--- config.mk ---
export PLATFORM = sky130hd
export DESIGN_NAME = flag_alu
export DESIGN_NICKNAME = d
export VERILOG_FILES = /design/src/rtl/flag_alu_pkg.sv /design/src/rtl/flag_arith.sv /design/src/rtl/flag_logic.sv /design/src/rtl/flag_status.sv /design/src/rtl/flag_alu.sv
export SDC_FILE = /design/constraint.sdc
export NUM_CORES = 1
export LEC_CHECK = 0
export BUFFER_PORTS_ARGS = -buffer_cell sky130_fd_sc_hd__buf_4
export CAP_MARGIN = 5
export CORE_UTILIZATION = 52
export CTS_BUF_LIST = sky130_fd_sc_hd__clkbuf_8 sky130_fd_sc_hd__clkbuf_16
export CTS_CLUSTER_DIAMETER = 120
export CTS_CLUSTER_SIZE = 25
export DETAILED_ROUTE_END_ITERATION = 10
export HOLD_SLACK_MARGIN = 0.03
export PLACE_DENSITY_LB_ADDON = 0.15
export SKIP_LAST_GASP = 1
export SYNTH_ARGS = -nofsm -noshare
export SYNTH_HDL_FRONTEND = slang
export SYNTH_SLANG_ARGS = --single-unit
--- constraint.sdc ---
create_clock -name clk -period 5.1 [get_ports clk]
set_clock_uncertainty 0.05 [all_clocks]
set_input_delay 1.53 -clock clk [delete_from_list [all_inputs] [get_ports clk]]
set_output_delay 1.53 -clock clk [all_outputs]
set_load 0.02 [all_outputs]
--- src/rtl/flag_alu_pkg.sv ---
package flag_alu_pkg;

    localparam int FLAG_W = 6;
    localparam int FB_C   = 0;
    localparam int FB_P   = 1;
    localparam int FB_A   = 2;
    localparam int FB_Z   = 3;
    localparam int FB_S   = 4;
    localparam int FB_O   = 5;

    typedef enum logic [3:0] {
        OP_ADD = 4'd0,
        OP_ADC = 4'd1,
        OP_SUB = 4'd2,
        OP_SBB = 4'd3,
        OP_INC = 4'd4,
        OP_DEC = 4'd5,
        OP_CMP = 4'd6,
        OP_AND = 4'd7,
        OP_OR  = 4'd8,
        OP_XOR = 4'd9,
        OP_TST = 4'd10,
        OP_NOT = 4'd11,
        OP_NEG = 4'd12
    } alu_op_e;

    typedef enum logic [1:0] {
        FM_FULL,
        FM_KEEPC,
        FM_LOGIC,
        FM_HOLD
    } flag_mode_e;

    typedef enum logic [1:0] {
        S_IDLE,
        S_WRITE,
        S_PROBE
    } alu_state_e;

    typedef enum logic [1:0] {
        LG_AND,
        LG_OR,
        LG_XOR,
        LG_NOT
    } logic_sel_e;

endpackage

--- src/rtl/flag_arith.sv ---
module flag_arith #(
    parameter int W = 8
) (
    input  logic [W-1:0] x,
    input  logic [W-1:0] y,
    input  logic         cin,
    input  logic         sub,
    output logic [W-1:0] res,
    output logic         c_out,
    output logic         a_out,
    output logic         o_out
);
    localparam int HB = 4;

    logic [W:0] ext;

    always_comb begin
        if (sub)
            ext = {1'b0, x} - {1'b0, y} - {{W{1'b0}}, cin};
        else
            ext = {1'b0, x} + {1'b0, y} + {{W{1'b0}}, cin};
    end

    assign res   = ext[W-1:0];
    assign c_out = ext[W];
    assign a_out = x[HB] ^ y[HB] ^ ext[HB];

    always_comb begin
        if (sub)
            o_out = (x[W-1] != y[W-1]) && (ext[W-1] != x[W-1]);
        else
            o_out = (x[W-1] == y[W-1]) && (ext[W-1] != x[W-1]);
    end
endmodule

--- src/rtl/flag_logic.sv ---
module flag_logic
    import flag_alu_pkg::*;
#(
    parameter int W = 8
) (
    input  logic [W-1:0] x,
    input  logic [W-1:0] y,
    input  logic_sel_e   sel,
    output logic [W-1:0] res
);
    always_comb begin
        unique case (sel)
            LG_AND:  res = x & y;
            LG_OR:   res = x | y;
            LG_XOR:  res = x ^ y;
            LG_NOT:  res = ~x;
            default: res = '0;
        endcase
    end
endmodule

--- src/rtl/flag_status.sv ---
module flag_status #(
    parameter int W = 8
) (
    input  logic [W-1:0] res,
    output logic         s,
    output logic         z,
    output logic         p
);
    localparam int PW = (W < 8) ? W : 8;

    assign s = res[W-1];
    assign z = (res == '0);
    assign p = ~^res[PW-1:0];
endmodule

--- src/rtl/flag_alu.sv ---
module flag_alu
    import flag_alu_pkg::*;
#(
    parameter int W = 8
) (
    input  logic                clk,
    input  logic                rst_n,
    input  logic                issue,
    input  logic [3:0]          opcode,
    input  logic [W-1:0]        a,
    input  logic [W-1:0]        b,
    input  logic [FLAG_W-1:0]   flags_in,
    output logic [W-1:0]        result,
    output logic                wb_valid,
    output logic [FLAG_W-1:0]   flags_out
);
    localparam logic [W-1:0] ONE = W'(1);

    // decode
    logic [W-1:0] ar_x, ar_y;
    logic         ar_cin, ar_sub, use_logic, writes, probe;
    logic_sel_e   lg_sel;
    flag_mode_e   fmode;

    always_comb begin
        ar_x      = a;
        ar_y      = b;
        ar_cin    = 1'b0;
        ar_sub    = 1'b0;
        use_logic = 1'b0;
        lg_sel    = LG_AND;
        writes    = 1'b1;
        probe     = 1'b0;
        fmode     = FM_FULL;
        case (alu_op_e'(opcode))
            OP_ADD: ;
            OP_ADC: ar_cin = flags_in[FB_C];
            OP_SUB: ar_sub = 1'b1;
            OP_SBB: begin ar_sub = 1'b1; ar_cin = flags_in[FB_C]; end
            OP_INC: begin ar_y = ONE; fmode = FM_KEEPC; end
            OP_DEC: begin ar_y = ONE; ar_sub = 1'b1; fmode = FM_KEEPC; end
            OP_CMP: begin ar_sub = 1'b1; writes = 1'b0; probe = 1'b1; end
            OP_AND: begin use_logic = 1'b1; lg_sel = LG_AND; fmode = FM_LOGIC; end
            OP_OR:  begin use_logic = 1'b1; lg_sel = LG_OR;  fmode = FM_LOGIC; end
            OP_XOR: begin use_logic = 1'b1; lg_sel = LG_XOR; fmode = FM_LOGIC; end
            OP_TST: begin
                use_logic = 1'b1; lg_sel = LG_AND; fmode = FM_LOGIC;
                writes = 1'b0; probe = 1'b1;
            end
            OP_NOT: begin use_logic = 1'b1; lg_sel = LG_NOT; fmode = FM_HOLD; end
            OP_NEG: begin ar_x = '0; ar_y = a; ar_sub = 1'b1; end
            default: begin writes = 1'b0; fmode = FM_HOLD; end
        endcase
    end

    // datapath
    logic [W-1:0] ar_res, lg_res, sel_res;
    logic         ar_c, ar_a, ar_o, st_s, st_z, st_p;

    flag_arith #(.W(W)) u_arith (
        .x(ar_x), .y(ar_y), .cin(ar_cin), .sub(ar_sub),
        .res(ar_res), .c_out(ar_c), .a_out(ar_a), .o_out(ar_o)
    );

    flag_logic #(.W(W)) u_logic (
        .x(a), .y(b), .sel(lg_sel), .res(lg_res)
    );

    assign sel_res = use_logic ? lg_res : ar_res;

    flag_status #(.W(W)) u_status (
        .res(sel_res), .s(st_s), .z(st_z), .p(st_p)
    );

    logic [FLAG_W-1:0] flags_nx;

    always_comb begin
        flags_nx = flags_in;
        unique case (fmode)
            FM_FULL, FM_KEEPC: begin
                flags_nx[FB_C] = (fmode == FM_FULL) ? ar_c : flags_in[FB_C];
                flags_nx[FB_A] = ar_a;
                flags_nx[FB_O] = ar_o;
                flags_nx[FB_S] = st_s;
                flags_nx[FB_Z] = st_z;
                flags_nx[FB_P] = st_p;
            end
            FM_LOGIC: begin
                flags_nx[FB_C] = 1'b0;
                flags_nx[FB_A] = 1'b0;
                flags_nx[FB_O] = 1'b0;
                flags_nx[FB_S] = st_s;
                flags_nx[FB_Z] = st_z;
                flags_nx[FB_P] = st_p;
            end
            default: flags_nx = flags_in;
        endcase
    end

    // controller: state register
    alu_state_e state_q, state_d;

    always_comb begin
        state_d = S_IDLE;
        unique case (state_q)
            S_IDLE, S_WRITE, S_PROBE: begin
                if (issue && writes)     state_d = S_WRITE;
                else if (issue && probe) state_d = S_PROBE;
                else                     state_d = S_IDLE;
            end
            default: state_d = S_IDLE;
        endcase
    end

    always_ff @(posedge clk) begin
        if (!rst_n) state_q <= S_IDLE;
        else        state_q <= state_d;
    end

    // controller: outputs
    logic [W-1:0]      res_q;
    logic [FLAG_W-1:0] flg_q;

    always_ff @(posedge clk) begin
        if (!rst_n) begin
            res_q <= '0;
            flg_q <= '0;
        end else if (issue) begin
            if (writes) res_q <= sel_res;
            flg_q <= flags_nx;
        end
    end

    assign result    = res_q;
    assign flags_out = flg_q;
    assign wb_valid  = (state_q == S_WRITE);

    // assertions
    assert_wb_after_issue_R2: assert property (@(posedge clk) disable iff (!rst_n)
        wb_valid |-> $past(issue));

    assert_zero_matches_R3: assert property (@(posedge clk) disable iff (!rst_n)
        (issue && (opcode inside {4'd0, 4'd1, 4'd2, 4'd3, 4'd4, 4'd5, 4'd7, 4'd8, 4'd9, 4'd12}))
        |=> (flags_out[FB_Z] == (result == '0)));

    assert_inc_dec_keep_carry_R5: assert property (@(posedge clk) disable iff (!rst_n)
        (issue && (opcode == 4'd4 || opcode == 4'd5))
        |=> flags_out[FB_C] == $past(flags_in[FB_C]));

    assert_probe_no_wb_R6: assert property (@(posedge clk) disable iff (!rst_n)
        (issue && (opcode == 4'd6 || opcode == 4'd10)) |=> (!wb_valid && $stable(result)));

    assert_logic_clears_R7: assert property (@(posedge clk) disable iff (!rst_n)
        (issue && (opcode inside {4'd7, 4'd8, 4'd9, 4'd10}))
        |=> (!flags_out[FB_C] && !flags_out[FB_O] && !flags_out[FB_A]));

    assert_not_flags_hold_R9: assert property (@(posedge clk) disable iff (!rst_n)
        (issue && opcode == 4'd11) |=> flags_out == $past(flags_in));

    assert_neg_carry_R10: assert property (@(posedge clk) disable iff (!rst_n)
        (issue && opcode == 4'd12) |=> flags_out[FB_C] == ($past(a) != '0));

    assert_unused_idle_R11: assert property (@(posedge clk) disable iff (!rst_n)
        (issue && opcode >= 4'd13) |=> (!wb_valid && flags_out == $past(flags_in)));
endmodule

==> results_dict.tcl, run 1 <==
set metrics [dict create \
    netlist_instances 352 \
    worst_slack_ps 225 \
    coreArea_um2 4750 \
    post-route-drc-count 0 \
    path_depth 17 \
    ys_types 56 \
    crit_buf_inv 2 \
    h-tree-depth 1 \
    fmax_mhz 205 \
    synth_area_um2 2580 \
    hpwl_mm 6.20 \
    cts_tree "built" \
    hold_class "reg -> reg" \
    highest_layer "met4" \
    yosysWarnings 0 \
    ctsRootBufferMaster "clkbuf_8" \
    grt_pass1_wl_mm 12.1 \
    crit_family "adder cells" \
    cts-buffers-inserted 3 \
    max_stage_delay_ps 370 \
    cap_violations 0 \
    via_per_inst 5.79 \
    ir_worst_vdd_mv 0.195 \
    synth_edf_count 0 \
    post_dp_cell_area_um2 3240 \
    pre_cts_slack_ps -115 \
    start_util 0.543 \
    drtAntennaViolNets 0 \
    syn_area_per_cell_um2 7.33 \
    fp.dieW_um 72.5 \
    clk_pin_slew_ps 70 \
    async_reset_ff_frac 0 \
    start_kind "primary input" \
    status "finished clean" \
    tightest_slew_ps 606 \
    drv_slew 0 \
    antenna_found_initial 0 \
    diodes 0 \
    end_kind "flop" \
    dr.pass1.iters 4 \
    port-buffer-count 43 \
    drtIter0Drc 267 \
    dominantRegCellSynth "dfxtp_1" \
    synth_nets 424 \
    dieArea_um2 5250 \
    crit_chain "buf_4 -> nor4bb_2 -> buf_4 -> nor2_1 -> ha_1 -> ha_1 -> or3_1 -> o221a_2 -> xnor2_1 -> nor2_1 -> a311oi_2 -> ha_1 -> xnor2_1 -> xnor2_1 -> nand2_1 -> o21ai_0 -> a21oi_1" \
    cts-hold-fix-buffers 0 \
    startpoint "opcode[0]" \
    setup_viol 0 \
    r2r_start "flags_out[4]" \
    required_ps 5190 \
    finalInstanceArea_um2 3370 \
    die_y_um 72.5 \
    nets 502 \
    wl_mm 7.68 \
    crit_arrival_ps 4970 \
    post_route_cells_drive_above_1_share 0.266 \
    route.met2.wl_mm 3.60 \
    grt_pass1_vias 2627 \
    holdWs_ps 424 \
    wire_per_inst_um 15.5 \
    met1_length_mm 3.40 \
    rr_endpoint "flags_out[4]" \
    gp_congestion 0.946 \
    clk_latency_ps 250 \
    clockBufferDepth 2 \
    finalHoldViolations 0 \
    critPathMaxFanout 8 \
    period_share 0.956 \
    areaGrowthSynthToFinish_pct 30.5 \
    vias 2870 \
    power.leakage_nw 1.66 \
    grt_use_total 0.293 \
    grt_overflow 0 \
    max_slew_margin 0.595 \
    setup.worst_path.class "in -> reg" \
    endpoint "flags_out[1]" \
    ios 44 \
    ys_ff_latch 16 \
    slowest_stage "ha_1" \
    yosysSeqAreaShare 0.124 \
    wl_met3_um 552 \
    power_mw 0.753 \
    finalCriticalPeriod_ps 4880 \
    row_count 25 \
    grt_max_degree 23 \
    p_per_area_nw_per_um2 223 \
    clkSinkCount 16 \
    nFillCells 419 \
    reg2reg_slack_ps 3930 \
    r2r_cells 4 \
    rsz0062_at_grt "false" \
]
report_power, final:
group | total [mW] | leakage, nW | internal, mW | switching [mW]
Clock | 0.113 | 0.0288 | 0.0685 | 0.0444
Sequential | 0.145 | 0.132 | 0.139 | 0.00633
Combinational | 0.495 | 1.50 | 0.238 | 0.256
cell usage after synthesis, drive strengths merged (3+ instances only):
master  number  area share
a21o         5       0.015
inv         44       0.064
a21oi       35       0.069
nand3        6       0.012
nand2b       6       0.015
nand4        4      0.0097
nand2       22       0.032
a31oi        5       0.012
xor2         3       0.010
o21ai       23       0.045
a221oi       5       0.017
dfxtp       16        0.12
ha          39        0.19
clkbuf      10       0.015
fa           4       0.031
o22ai       12       0.029
nor2        28       0.043
buf          6       0.014
mux2i        7       0.027
o211ai       4       0.012
a211oi       6       0.021
nor3         4      0.0078
xnor2       12       0.041
nor2b       10       0.024
area by class of cell:
class | instances | area, um^2 | area share
sequential | 16 | 320 | 0.0951
clock buffer | 4 | 55.1 | 0.0163
timing repair buffer | 89 | 668 | 0.198
multi-input combinational | 276 | 2080 | 0.616
tap | 67 | 83.8 | 0.0249
inverter | 44 | 165 | 0.0490
what timing repair did:
item,4_1_cts,5_1_grt
resized for setup,0,10
setup buffers,0,2
endpoints found under the setup margin,0,2
routing by layer:
metal | GRT usage | vias to the layer above
met5 | 0 | -
met4 | 0.0610 | 0
met3 | 0.0444 | 15
met2 | 0.487 | 107
met1 | 0.401 | 1338
li1 | - | 1410
state kept, by name, summed over array words and instances, names as in the netlist:
signal	count
state_q	2
result	8
flags_out	6
stage by stage:
| step | utilization | TNS, ps | std cells |
|---|---|---|---|
| 4_1_cts | 0.694 | 0 | 494 |
| 6_report | 0.708 | 0 | 496 |
| 3_5_place_dp | 0.682 | -115 | 490 |
| 3_3_place_gp | 0.682 | -126 | 490 |
| 5_1_grt | 0.708 | 0 | 496 |
| 2_1_floorplan | - | 0 | 352 |
worst min-delay path by stage:
| stage | startpoint | end | slack (ps) | cells after the start |
|---|---|---|---|---|
| after global placement | result[1] | result[1] | 410 | 2 |
| after detailed placement | result[1] | result[1] | 410 | 2 |
| after global routing | result[1] | result[1] | 450 | 2 |
| after CTS | result[1] | result[1] | 420 | 2 |
| after floorplan | state_q[0] | state_q[0] | 450 | 3 |
| final | result[1] | result[1] | 420 | 2 |
cells in the final DEF, fill, tap and decap left out, drive strengths merged, types with 2 or more instances in the layout:
| cell | count |
|---|---|
| o21a | 2 |
| o211ai | 4 |
| a221oi | 5 |
| clkbuf | 4 |
| buf | 89 |
| mux2 | 2 |
| o21ai | 23 |
| a31oi | 5 |
| nand4 | 4 |
| nor3b | 2 |
| nand2b | 6 |
| mux2i | 7 |
| or2 | 2 |
| o22a | 2 |
| ha | 39 |
| or3 | 2 |
| xor2 | 3 |
| nand3 | 6 |
| dfxtp | 16 |
| nor2 | 28 |
| fa | 4 |
| xnor2 | 12 |
| nor3 | 4 |
| a21oi | 35 |
| o2bb2ai | 2 |
| inv | 44 |
| a211oi | 6 |
| o31ai | 2 |
| o2111ai | 2 |
| o22ai | 12 |
| a21o | 5 |
| nor4 | 2 |
| nor2b | 10 |
| nand2 | 22 |
cells by family after synthesis:
kind of cell	after synthesis	share of synthesized area
simple gates	92	0.178
compound gates	117	0.298
flops	16	0.124
fa+ha+maj	43	0.220
buf+inv	60	0.0926
xor+xnor	15	0.0509
mux	9	0.0359
worst register-to-register path, cell delays in order, from the launching register on:
cell and delay, ps:
dfxtp_1 320, nand2_1 90, nand2_1 70, a2111oi_1 440, a211oi_2 80
(Power assumes the default switching activity.)
==> run 2: changes to the inputs <==
--- a/config.mk
+++ b/config.mk
@@ -7,7 +7,9 @@
 export LEC_CHECK = 0
 export BUFFER_PORTS_ARGS = -buffer_cell sky130_fd_sc_hd__buf_4
 export CAP_MARGIN = 5
-export CORE_UTILIZATION = 52
+export CELL_PAD_IN_SITES_DETAIL_PLACEMENT = 1
+export CELL_PAD_IN_SITES_GLOBAL_PLACEMENT = 1
+export CORE_UTILIZATION = 39
 export CTS_BUF_LIST = sky130_fd_sc_hd__clkbuf_8 sky130_fd_sc_hd__clkbuf_16
 export CTS_CLUSTER_DIAMETER = 120
 export CTS_CLUSTER_SIZE = 25
@@ -17,4 +19,5 @@
 export SKIP_LAST_GASP = 1
 export SYNTH_ARGS = -nofsm -noshare
 export SYNTH_HDL_FRONTEND = slang
+export SYNTH_HIERARCHICAL = 1
 export SYNTH_SLANG_ARGS = --single-unit
==> results_dict.tcl, run 2 <==
set metrics [dict create \
    status "finished clean" \
    max_stage_delay_ps 340 \
    crit_chain "buf_4 -> inv_4 -> nand2_4 -> nor3b_4 -> buf_6 -> a22oi_2 -> inv_1 -> fa_2 -> inv_1 -> fa_2 -> and2b_2 -> o21a_1 -> o21ai_2 -> mux2_4 -> a2111oi_4 -> mux2i_1 -> inv_1 -> inv_1 -> ha_1 -> xnor2_2 -> xnor2_1 -> mux2i_1 -> a21oi_1" \
    gp_congestion 0.910 \
    slowest_stage "fa_2" \
    die_y_um 84.7 \
    cts-buffers-inserted 3 \
    diodes 0 \
    grt_max_degree 19 \
    min_from "flags_out[5]" \
    drtAntennaViolNets 0 \
    row_count 29 \
    ctsRootBufferMaster "clkbuf_8" \
    syn_area_per_cell_um2 7.92 \
    ys_types 58 \
    drtIter0Drc 67 \
    h-tree-depth 1 \
    coreArea_um2 6460 \
    crit_arrival_ps 5050 \
    grt_overflow 0 \
    finalNonFillerCells 496 \
    wire_per_inst_um 15.6 \
    sw_frac_of_total 0.410 \
    setup.worst_path.class "in -> reg" \
    yosysWarnings 6 \
    synth_top_cell_area_share 0.192 \
    drv_slew 0 \
    netlist_instances 337 \
    yosysMostFrequentCell "inv_1" \
    r2r_cells 3 \
    required_ps 5190 \
    post-route-drc-count 0 \
    post_route_cells_drive_above_1_share 0.317 \
    clkSinkCount 16 \
    r2r_start "state_q[1]" \
    clk_latency_ps 260 \
    via_per_inst 5.27 \
    cts-hold-fix-buffers 0 \
    worst_slack_ps 144 \
    largest_reg_flops 8 \
    pre_cts_slack_ps -248 \
    cts_tree "built" \
    clockBufferDepth 2 \
    final_common_cell "buf_4" \
    crit_buf_inv 7 \
    intPower_mw 0.477 \
    port-buffer-count 43 \
    vias 2615 \
    critPathMaxFanout 3 \
    cap_violations 0 \
    crit_family "adder cells" \
    finalCriticalPeriod_ps 4960 \
    grt_use_total 0.220 \
    ir_worst_vdd_mv 0.111 \
    grt_pass1_wl_mm 12.6 \
    synth_nets 411 \
    synth_edf_count 0 \
    start_kind "primary input" \
    dr.pass1.iters 6 \
    synth_top_cell_by_area "ha_1" \
    clkPwrFrac 0.146 \
    comb_power_share 0.673 \
    power.leakage_nw 1.80 \
    hold_depth 2 \
    holdWs_ps 437 \
    finalHoldViolations 0 \
    fp.dieW_um 84.7 \
    start_util 0.413 \
    areaGrowthSynthToFinish_pct 32.3 \
    p_per_area_nw_per_um2 229 \
    startpoint "opcode[1]" \
    endpoint "flags_out[1]" \
    switchingPower_mw 0.332 \
    setup_viol 0 \
    synth_area_um2 2670 \
    clk_pin_slew_ps 80 \
    antenna_found_initial 0 \
    synth_common_cells "70 x inv_1, 41 x ha_1, 24 x a21oi_1" \
    grt_pass1_vias 2708 \
    yosysSeqAreaShare 0.120 \
    p_seq_frac 0.180 \
    dominantRegCellSynth "dfxtp_1" \
    crit_path_frequent_cell "inv_1" \
    path_depth 23 \
    rr_endpoint "state_q[1]" \
    netlist_top_cells_area "ha_1 19%, dfxtp_1 12%, inv_1 9.8%, mux4_2 6.8%, mux2i_1 4.9%" \
    hold_class "reg -> reg" \
    nFillCells 823 \
    fmax_mhz 202 \
    max_slew_margin 0.594 \
    ios 44 \
    placed_cells_incl_taps 490 \
    final_cell_mix "91 x buf_4, 69 x inv_1, 40 x ha_1, 22 x a21oi_1, 21 x o21ai_0" \
    period_share 0.972 \
    async_reset_ff_frac 0 \
    nets 494 \
    ys_ff_latch 16 \
    reg2reg_slack_ps 4270 \
    wl_mm 7.74 \
    dieArea_um2 7170 \
    tightest_slew_ps 609 \
    hpwl_mm 6.43 \
    end_kind "flop" \
]
-- run 2: cell count changes in the layout (fill, tap and decap cells not counted), sizes merged, moves of 8 or more --
| cell | delta |
|---|---|
| inv | +27 |
| nor2 | -14 |
| o22ai | -12 |
| a21oi | -11 |
| mux4 | +8 |
-- run 2: area by class of cell --
type	instances	area [um^2]	share of cell area
inverters	72	273	0.0773
flip-flops and latches	16	320	0.0908
well taps	77	96.3	0.0273
repair buffers	92	694	0.197
multi-input cells	235	2090	0.592
clock buffers	4	55.1	0.0156
-- run 2: how the worst min path moves through the flow --
stage,end,slack (ps)
after floorplan,state_q[1],460
after global routing,flags_out[5],470
final,flags_out[5],440
after CTS,flags_out[5],450
after detailed placement,flags_out[5],420
after global placement,flags_out[2],410
-- run 2: cells by family after synthesis --
logic type	Yosys count	share of synthesized area
and+or+nand+nor	67	0.137
adders and majority gates	46	0.226
AOI/OAI and AO/OA	83	0.210
muxes	22	0.121
xor gates and xnor gates	17	0.0558
DFF	16	0.120
buffers and inverters	86	0.130
-- run 2: stage by stage --
stage / instance area, um^2 / TNS [ps] / total power, mW / utilization
floorplan: 2730 / 0 / 0.475 / -
global placement: 3410 / -140 / 0.644 / 0.529
detailed placement: 3410 / -274 / 0.667 / 0.529
CTS: 3470 / 0 / 0.789 / 0.538
global route: 3530 / -25.9 / 0.870 / 0.546
finish: 3530 / 0 / 0.809 / 0.546
-- run 2: per-layer routing --
metal / GRT usage / wire [um] / share of wire
met1: 0.273 / 3500 / 0.45
met3: 0.0177 / 119 / 0.015
met4: 0.0231 / 31 / 0.0040
met5: 0 / 0 / 0
met2: 0.424 / 4100 / 0.53
-- run 2: tightest hold or removal path: stages (launching register included) --
cell     delay, ps
dfxtp_1        330
a22oi_1         60
o21ai_0         60
-- run 2: power by group through the flow --
stage	sequential, mW	clock, mW	combinational (mW)
CTS	0.146	0.121	0.522
finish	0.146	0.118	0.545
global placement	0.148	0	0.496
floorplan	0.164	0	0.311
global route	0.147	0.128	0.596
detailed placement	0.149	0	0.518
-- run 2: repair_timing --
action / CTS / global route
resized for setup: 1 / 8
pin swaps: 0 / 3
setup buffers: 0 / 2
setup endpoints to repair: 1 / 1
